<file path="src/rtl/rstpwr_pkg.sv">
// Package: shared mode encoding and register default values for the
// reset and power-mode sequencer. Assumes 8-bit registers.
package rstpwr_pkg;

    typedef enum logic [1:0] {
        MODE_RUN   = 2'd0,
        MODE_IDLE  = 2'd1,
        MODE_PDOWN = 2'd2
    } pmode_e;

    localparam int SFR_LANES = 15;

    // Default value for byte lane idx: stack pointer, two port latches, rest zero.
    function automatic logic [7:0] sfr_default(input int idx);
        case (idx)
            0:       return 8'h07;
            1, 2:    return 8'hFF;
            default: return 8'h00;
        endcase
    endfunction

endpackage

</file>
<file path="src/rtl/rpc_sync.sv">
// Synchronizer: multi-flop chain that brings an asynchronous level into the
// clock domain. Assumes STAGES >= 2. Chain clears on the block reset.
module rpc_sync #(
    parameter int STAGES = 2
) (
    input  logic clk,
    input  logic rst_n,
    input  logic d,
    output logic q
);
    logic [STAGES-1:0] chain;

    // Shift the level one stage per clock.
    always_ff @(posedge clk) begin
        if (!rst_n) chain <= '0;
        else        chain <= {chain[STAGES-2:0], d};
    end

    assign q = chain[STAGES-1];
endmodule

</file>
<file path="src/rtl/rpc_mcycle.sv">
// Machine-cycle timebase: free-running phase counter that wraps after
// CLKS_PER_MC clocks and holds its value while the oscillator is stopped.
module rpc_mcycle #(
    parameter int CLKS_PER_MC = 12,
    localparam int PW = $clog2(CLKS_PER_MC)
) (
    input  logic          clk,
    input  logic          rst_n,
    input  logic          run,
    output logic [PW-1:0] phase,
    output logic          tick
);
    localparam logic [PW-1:0] LAST = PW'(CLKS_PER_MC - 1);

    // Advance the phase while the oscillator runs.
    always_ff @(posedge clk) begin
        if (!rst_n)          phase <= '0;
        else if (run)        phase <= (phase == LAST) ? '0 : phase + 1'b1;
    end

    assign tick = (phase == LAST);
endmodule

</file>
<file path="src/rtl/rpc_rst_seq.sv">
// Reset qualifier: counts clocks with the synchronized pin high and the
// oscillator running, and raises the core reset once HOLD_CLKS are seen.
// Drops the core reset as soon as the synchronized pin falls.
module rpc_rst_seq #(
    parameter int HOLD_CLKS = 24,
    localparam int CW = $clog2(HOLD_CLKS + 1)
) (
    input  logic clk,
    input  logic rst_n,
    input  logic pin_s,
    input  logic run,
    output logic core_rst,
    output logic sfr_load
);
    localparam logic [CW-1:0] HOLD = CW'(HOLD_CLKS);

    logic [CW-1:0] hold_cnt;
    logic          core_q;

    // Saturating hold counter, cleared when the pin is released.
    always_ff @(posedge clk) begin
        if (!rst_n || !pin_s)             hold_cnt <= '0;
        else if (run && hold_cnt != HOLD) hold_cnt <= hold_cnt + 1'b1;
    end

    // Remember the previous core reset level for edge detection.
    always_ff @(posedge clk) begin
        if (!rst_n) core_q <= 1'b0;
        else        core_q <= core_rst;
    end

    assign core_rst = pin_s && (hold_cnt == HOLD);
    assign sfr_load = core_rst && !core_q;
endmodule

</file>
<file path="src/rtl/rpc_mode_fsm.sv">
// Mode controller: run / idle / power-down state machine. Power-down wins
// over idle, idle leaves on interrupt or reset, power-down leaves only on
// reset. Tracks the window in which a reset is ending idle, to block RAM writes.
module rpc_mode_fsm
    import rstpwr_pkg::*;
(
    input  logic   clk,
    input  logic   rst_n,
    input  logic   pin_s,
    input  logic   core_rst,
    input  logic   idle_req,
    input  logic   pdown_req,
    input  logic   irq_pending,
    output pmode_e mode,
    output logic   ram_blk
);
    logic blk_q;

    // Next-mode selection.
    always_ff @(posedge clk) begin
        if (!rst_n || core_rst) begin
            mode <= MODE_RUN;
        end else begin
            case (mode)
                MODE_RUN: begin
                    if (!pin_s && pdown_req)     mode <= MODE_PDOWN;
                    else if (!pin_s && idle_req) mode <= MODE_IDLE;
                end
                MODE_IDLE:  if (irq_pending || pin_s) mode <= MODE_RUN;
                MODE_PDOWN: if (pin_s)                mode <= MODE_RUN;
                default:    mode <= MODE_RUN;
            endcase
        end
    end

    // Latch that a reset is ending idle; hold until the pin is released.
    always_ff @(posedge clk) begin
        if (!rst_n) blk_q <= 1'b0;
        else        blk_q <= pin_s && (blk_q || mode == MODE_IDLE);
    end

    assign ram_blk = blk_q && pin_s;
endmodule

</file>
<file path="src/rtl/rstpwr_ctrl.sv">
// Top: reset and power-mode sequencer. Combines the pin synchronizer,
// machine-cycle timebase, reset qualifier and mode controller. Assumes the
// clock keeps toggling in power-down so that the pin can wake the block;
// osc_run tells the oscillator whether to run.
module rstpwr_ctrl
    import rstpwr_pkg::*;
#(
    parameter int CLKS_PER_MC = 12,
    parameter int HOLD_MC     = 2,
    parameter int SYNC_STAGES = 2,
    localparam int PW        = $clog2(CLKS_PER_MC),
    localparam int HOLD_CLKS = CLKS_PER_MC * HOLD_MC,
    localparam int SFR_W     = SFR_LANES * 8
) (
    input  logic             clk,
    input  logic             rst_n,
    input  logic             rst_pin,
    input  logic             idle_req,
    input  logic             pdown_req,
    input  logic             irq_pending,
    output logic [PW-1:0]    mc_phase,
    output logic             mc_tick,
    output logic             core_rst,
    output logic             cpu_ce,
    output logic             periph_ce,
    output logic             osc_run,
    output logic             ports_high,
    output logic             sfr_load,
    output logic [SFR_W-1:0] sfr_rst_val,
    output logic             ram_wr_block,
    output logic [1:0]       pm_mode
);
    logic   pin_s;
    pmode_e mode;

    rpc_sync #(.STAGES(SYNC_STAGES)) u_sync (
        .clk(clk), .rst_n(rst_n), .d(rst_pin), .q(pin_s)
    );

    rpc_mcycle #(.CLKS_PER_MC(CLKS_PER_MC)) u_mcycle (
        .clk(clk), .rst_n(rst_n), .run(osc_run), .phase(mc_phase), .tick(mc_tick)
    );

    rpc_rst_seq #(.HOLD_CLKS(HOLD_CLKS)) u_rst (
        .clk(clk), .rst_n(rst_n), .pin_s(pin_s), .run(osc_run),
        .core_rst(core_rst), .sfr_load(sfr_load)
    );

    rpc_mode_fsm u_mode (
        .clk(clk), .rst_n(rst_n), .pin_s(pin_s), .core_rst(core_rst),
        .idle_req(idle_req), .pdown_req(pdown_req), .irq_pending(irq_pending),
        .mode(mode), .ram_blk(ram_wr_block)
    );

    // Clock enables and the asynchronous port force.
    assign osc_run    = (mode != MODE_PDOWN);
    assign periph_ce  = osc_run;
    assign cpu_ce     = (mode == MODE_RUN);
    assign ports_high = rst_pin || core_rst;
    assign pm_mode    = mode;

    // Publish the register defaults, one byte lane per register.
    for (genvar k = 0; k < SFR_LANES; k++) begin : g_lane
        assign sfr_rst_val[8*k +: 8] = sfr_default(k);
    end
endmodule

</file>
<file path="config.mk">
export PLATFORM = sky130hd
export DESIGN_NAME = rstpwr_ctrl
export DESIGN_NICKNAME = d
export VERILOG_FILES = /design/src/rtl/rstpwr_pkg.sv /design/src/rtl/rpc_sync.sv /design/src/rtl/rpc_mcycle.sv /design/src/rtl/rpc_rst_seq.sv /design/src/rtl/rpc_mode_fsm.sv /design/src/rtl/rstpwr_ctrl.sv
export SDC_FILE = /design/constraint.sdc
export NUM_CORES = 1
export LEC_CHECK = 0
export BUFFER_PORTS_ARGS = -buffer_cell sky130_fd_sc_hd__buf_2
export CAP_MARGIN = 20
export CORE_MARGIN = 3
export CORE_UTILIZATION = 39
export CTS_CLUSTER_DIAMETER = 60
export DETAILED_ROUTE_END_ITERATION = 10
export PLACE_DENSITY_LB_ADDON = 0.12
export SETUP_SLACK_MARGIN = 0.5
export SLEW_MARGIN = 0
export SYNTH_ARGS = -nofsm -noshare
export SYNTH_HDL_FRONTEND = slang
export SYNTH_SLANG_ARGS = --single-unit
</file>
<file path="constraint.sdc">
create_clock -name clk -period 1.35 [get_ports clk]
set_input_delay 0.3375 -clock clk [delete_from_list [all_inputs] [get_ports clk]]
set_output_delay 0.3375 -clock clk [all_outputs]
set_load 0.02 [all_outputs]
</file>
==> results <==
- CTS built an H-tree with a depth of 1.
- The critical path startpoint category is a register.
- The detailed router finished its first iteration with 27 violations.
- The count of yosys warnings during synthesis is 0.
- In this run the most critical hold path is launched from rst_pin.
- In this run the worst hold path is classified as input pin to register.
- Counting cells, the worst reg-to-reg path comes to 8.
- The post-layout net count is roughly 260.
- The post-placement cell count is between 200 and 300.
- The internal portion of total power is 901 uW.
- The pin count of the biggest net entering global routing is 10.
- The capture endpoint of the worst hold path is u_sync.chain[0]$_SDFF_PN0_.
- The number of clock sinks seen by CTS is 15.
- The reg2reg setup slack is -0.08 ns.
- The first detailed-routing pass ran for 2 iterations.
- The run finished, with violations left.
- The global placer's final weighted congestion is ~0.70.
- The boundary pin count is 140.
- The slowest stage of the critical path belongs to the cell dfxtp_2.
- The category of the worst setup path capture point is a primary output.
- Cells fill 48.9% of the core in the end.
- The maximum achievable frequency is 607 MHz.
- The synthesized design spends more area on one cell type than any other, namely buf_4.
- The count of unique library cells instantiated by Yosys is 31.
- The static leakage power is roughly 0.00098 uW.
- Dividing the detail-routed wire length by the instance count gives 9.80 um.
- Subtracting the final worst setup slack from the clock period gives between 1.5 and 2 ns.
- Clock tree synthesis selected as its root buffer the cell clkbuf_8.
- The number of instances in the synthesized netlist is between 200 and 250.
- The final worst-path cycle share is 122%.
- For this configuration, the core starts out at a cell density of 42.5%.
- The startpoint of the worst register-to-register path is u_rst.hold_cnt[0]$_SDFFE_PP0P_.
- The final hold violation count is 0.
- The number of global-route vias before repair is 850.
- Of the cells placed in the final design, the portion with a size suffix greater than 1 is between 30% and 40%.
- In the synthesized netlist the async set-or-reset flop fraction comes to 0%.
- The clock passes through at most 2 buffers.
- After global routing the overflow that remains totals 0.
- STA puts the critical path data arrival time at 1.31 ns.
- The first global-routing pass estimated between 3 and 4 mm of wire.
- The worst setup path is of the register to primary output kind.
- The count of hold buffers inserted by post-cts repair is 0.
- The area of the die is ~0.005 mm2.
- The floorplan die height is about 71 um.
- The average size of a mapped cell is approximately 8 um2.
- The final reports fail on setup timing.
- The share of total power in combinational logic is 44.7%.
- The number of setup violations in the final report is 6.
- Compared with the post-synthesis result, the final layout area differs by 15.1%.
- For the worst setup path, the data required time is 1.01 ns.
- The worst-case clock skew is 0.00430 ns.
- Setup repair after global routing could not meet its margin everywhere.
- Per report_power, the sequential group accounts for between 30% and 40% of the total.
- On the worst path, the slowest cell contributes a delay of between 0.3 and 0.4 ns.
- The number of antenna violations at the first check in global routing is 0.
- The core region is ~0.0038 mm2.
- The top cell types in the final layout, fill and taps aside, are 120 x conb_1, 28 x buf_6, 12 x buf_4, 7 x dfxtp_4.
- In the post-synthesis netlist, the biggest area contributors are buf_4 56%, dfxtp_1 18%, a21oi_1 2.8%.
- The count of nets left with antenna violations once routing finished came out at 0.
- The die is about 70 um wide.
- The routed design has 2.91 mm of wire.
- TritonCTS created 3 clock buffers.
- The share of synthesized area in the top cell type comes to between 50% and 60%.
- Across all setup checks in the final design, the least slack found is -0.297 ns.
- TritonCTS built the clock tree.
- The overall global routing resource usage is under 10%.
- Walking the worst path, the cells encountered are inv_2 -> ha_4 -> and4b_2 -> nand2_4 -> nor2_4 -> buf_6.
- The count of port buffers added during placement is 19.
- The mapped netlist covers between 0.0015 and 0.002 mm2.
- Among cell families on the critical path, the largest total delay comes from simple AND/OR/NAND/NOR gates.
- The floorplan has 22 rows.
- After detailed routing, the number of remaining DRC violations is 0.
- The count of state elements after synthesis is 15.
- The critical path buffer and inverter count is 2.
- Hold timing on the final database bottoms out at a slack of between 0.3 and 0.4 ns.
- The number of maximum-capacitance violations is 0.
- Along the worst path, the maximum fanout reaches 4.
- The via count normalized by instance count is between 3 and 4.
- The max-slew violation total from the final report is 0.
- Net switching is a little over two fifths of the power.
- The clock reaches the later pin of the worst-skew pair after about 0.25 ns.
- The worst hold path stage count is 2.
- The antenna diode count is 0.
- The fraction of the yosys area taken by sequential cells is between 10% and 20%.
- Power spread over the standard cell area amounts to a little over 800 mW/mm2.
- The number of standard cells in the layout, taps in and fillers out is just under 300.
- IR analysis of the VDD net gives a maximum drop of 0.650 mV.
- The routed via count is roughly 1100.
- In this run the power spent charging and discharging nets is 643 uW.
- In this run, the clock network consumes about a quarter of the power.
- The flip-flop cell with the highest count after synthesis is dfxtp_1.
- The worst register-to-register path ends at u_rst.hold_cnt[0]$_SDFFE_PP0P_.
- The number of enable flip-flop cells after synthesis is 0.
- The most common cell after layout, fill and taps aside is conb_1.
- After clock tree synthesis, the clock-pin slew on the worst setup and hold paths is approximately 0.06 ns.
- Detailed placement finished with a half-perimeter wire length of slightly above 2 mm.
-- power groups by stage --
stage / clock (uW) / combinational [uW] / sequential (uW)
floorplan: 0 / 673 / 529
global placement: 0 / 497 / 508
detailed placement: 0 / 494 / 508
CTS: 374 / 640 / 490
global route: 392 / 736 / 493
finish: 362 / 690 / 492
-- cell usage after synthesis, types with 2 or more instances --
master      n
a21oi_1     9
a21boi_0    3
nand3_1     2
ha_1        3
or4_1       2
o211ai_1    2
and2_1      3
nand2_1     7
o31ai_1     3
dfxtp_1    15
inv_1       6
o21ai_0     2
buf_4     121
conb_1      2
and3b_1     2
nor2_1      6
-- layer usage --
layer	GRT usage (%)	wire, um
met5	0	0
met4	3.76	33
met3	3.41	365
met2	18.0	1540
met1	10.6	968
-- registers in the layout, summed over array words and instances, names as in the netlist --
| signal | count |
|---|---|
| u_mcycle.phase | 4 |
| u_rst.core_q | 1 |
| u_sync.chain | 2 |
| u_rst.hold_cnt | 5 |
| u_mode.mode | 2 |
| u_mode.blk_q | 1 |
-- how the worst max path moves through the flow --
stage | startpoint | endpoint | cells past startpoint
floorplan | u_rst.hold_cnt[1]$_SDFFE_PP0P_ | sfr_load | 5
global placement | u_rst.hold_cnt[0]$_SDFFE_PP0P_ | sfr_load | 6
detailed placement | u_rst.hold_cnt[0]$_SDFFE_PP0P_ | sfr_load | 6
CTS | u_rst.hold_cnt[0]$_SDFFE_PP0P_ | sfr_load | 6
global route | u_rst.hold_cnt[0]$_SDFFE_PP0P_ | sfr_load | 6
finish | u_rst.hold_cnt[0]$_SDFFE_PP0P_ | sfr_load | 6
-- cell type report --
type / count / area, um2
timing repair buffer: 46 / 450
tap: 48 / 60.1
fill: 398 / 1950
sequential: 15 / 329
multi-input combinational: 177 / 953
inverter: 7 / 33.8
clock buffer: 4 / 45.0
-- logic make-up after synthesis --
kind of cell             share of synthesized area, %
adder cells (fa/ha/maj)                          2.31
AO/OA/AOI/OAI                                    9.15
flip-flops                                       18.5
other                                           0.462
buffers and inverters                            58.2
AND/OR/NAND/NOR                                  11.5
-- timing repair --
action	in CTS	in global routing
endpoints found under the hold margin	0	0
setup endpoints to repair	25	26
pin swaps	12	7
buffers inserted	14	5
resized for setup	53	13
-- metrics by stage --
step / power [uW] / worst slack [ns] / TNS [ns] / instance area, um2
floorplan: 1200 / 0.00431 / 0 / 2160
global placement: 1000 / -0.0877 / -0.186 / 1460
detailed placement: 1000 / -0.105 / -0.233 / 1460
CTS: 1500 / -0.298 / -0.970 / 1790
global route: 1620 / -0.358 / -1.53 / 1870
finish: 1540 / -0.297 / -1.10 / 1870
Power figures use the tool's default switching activity.
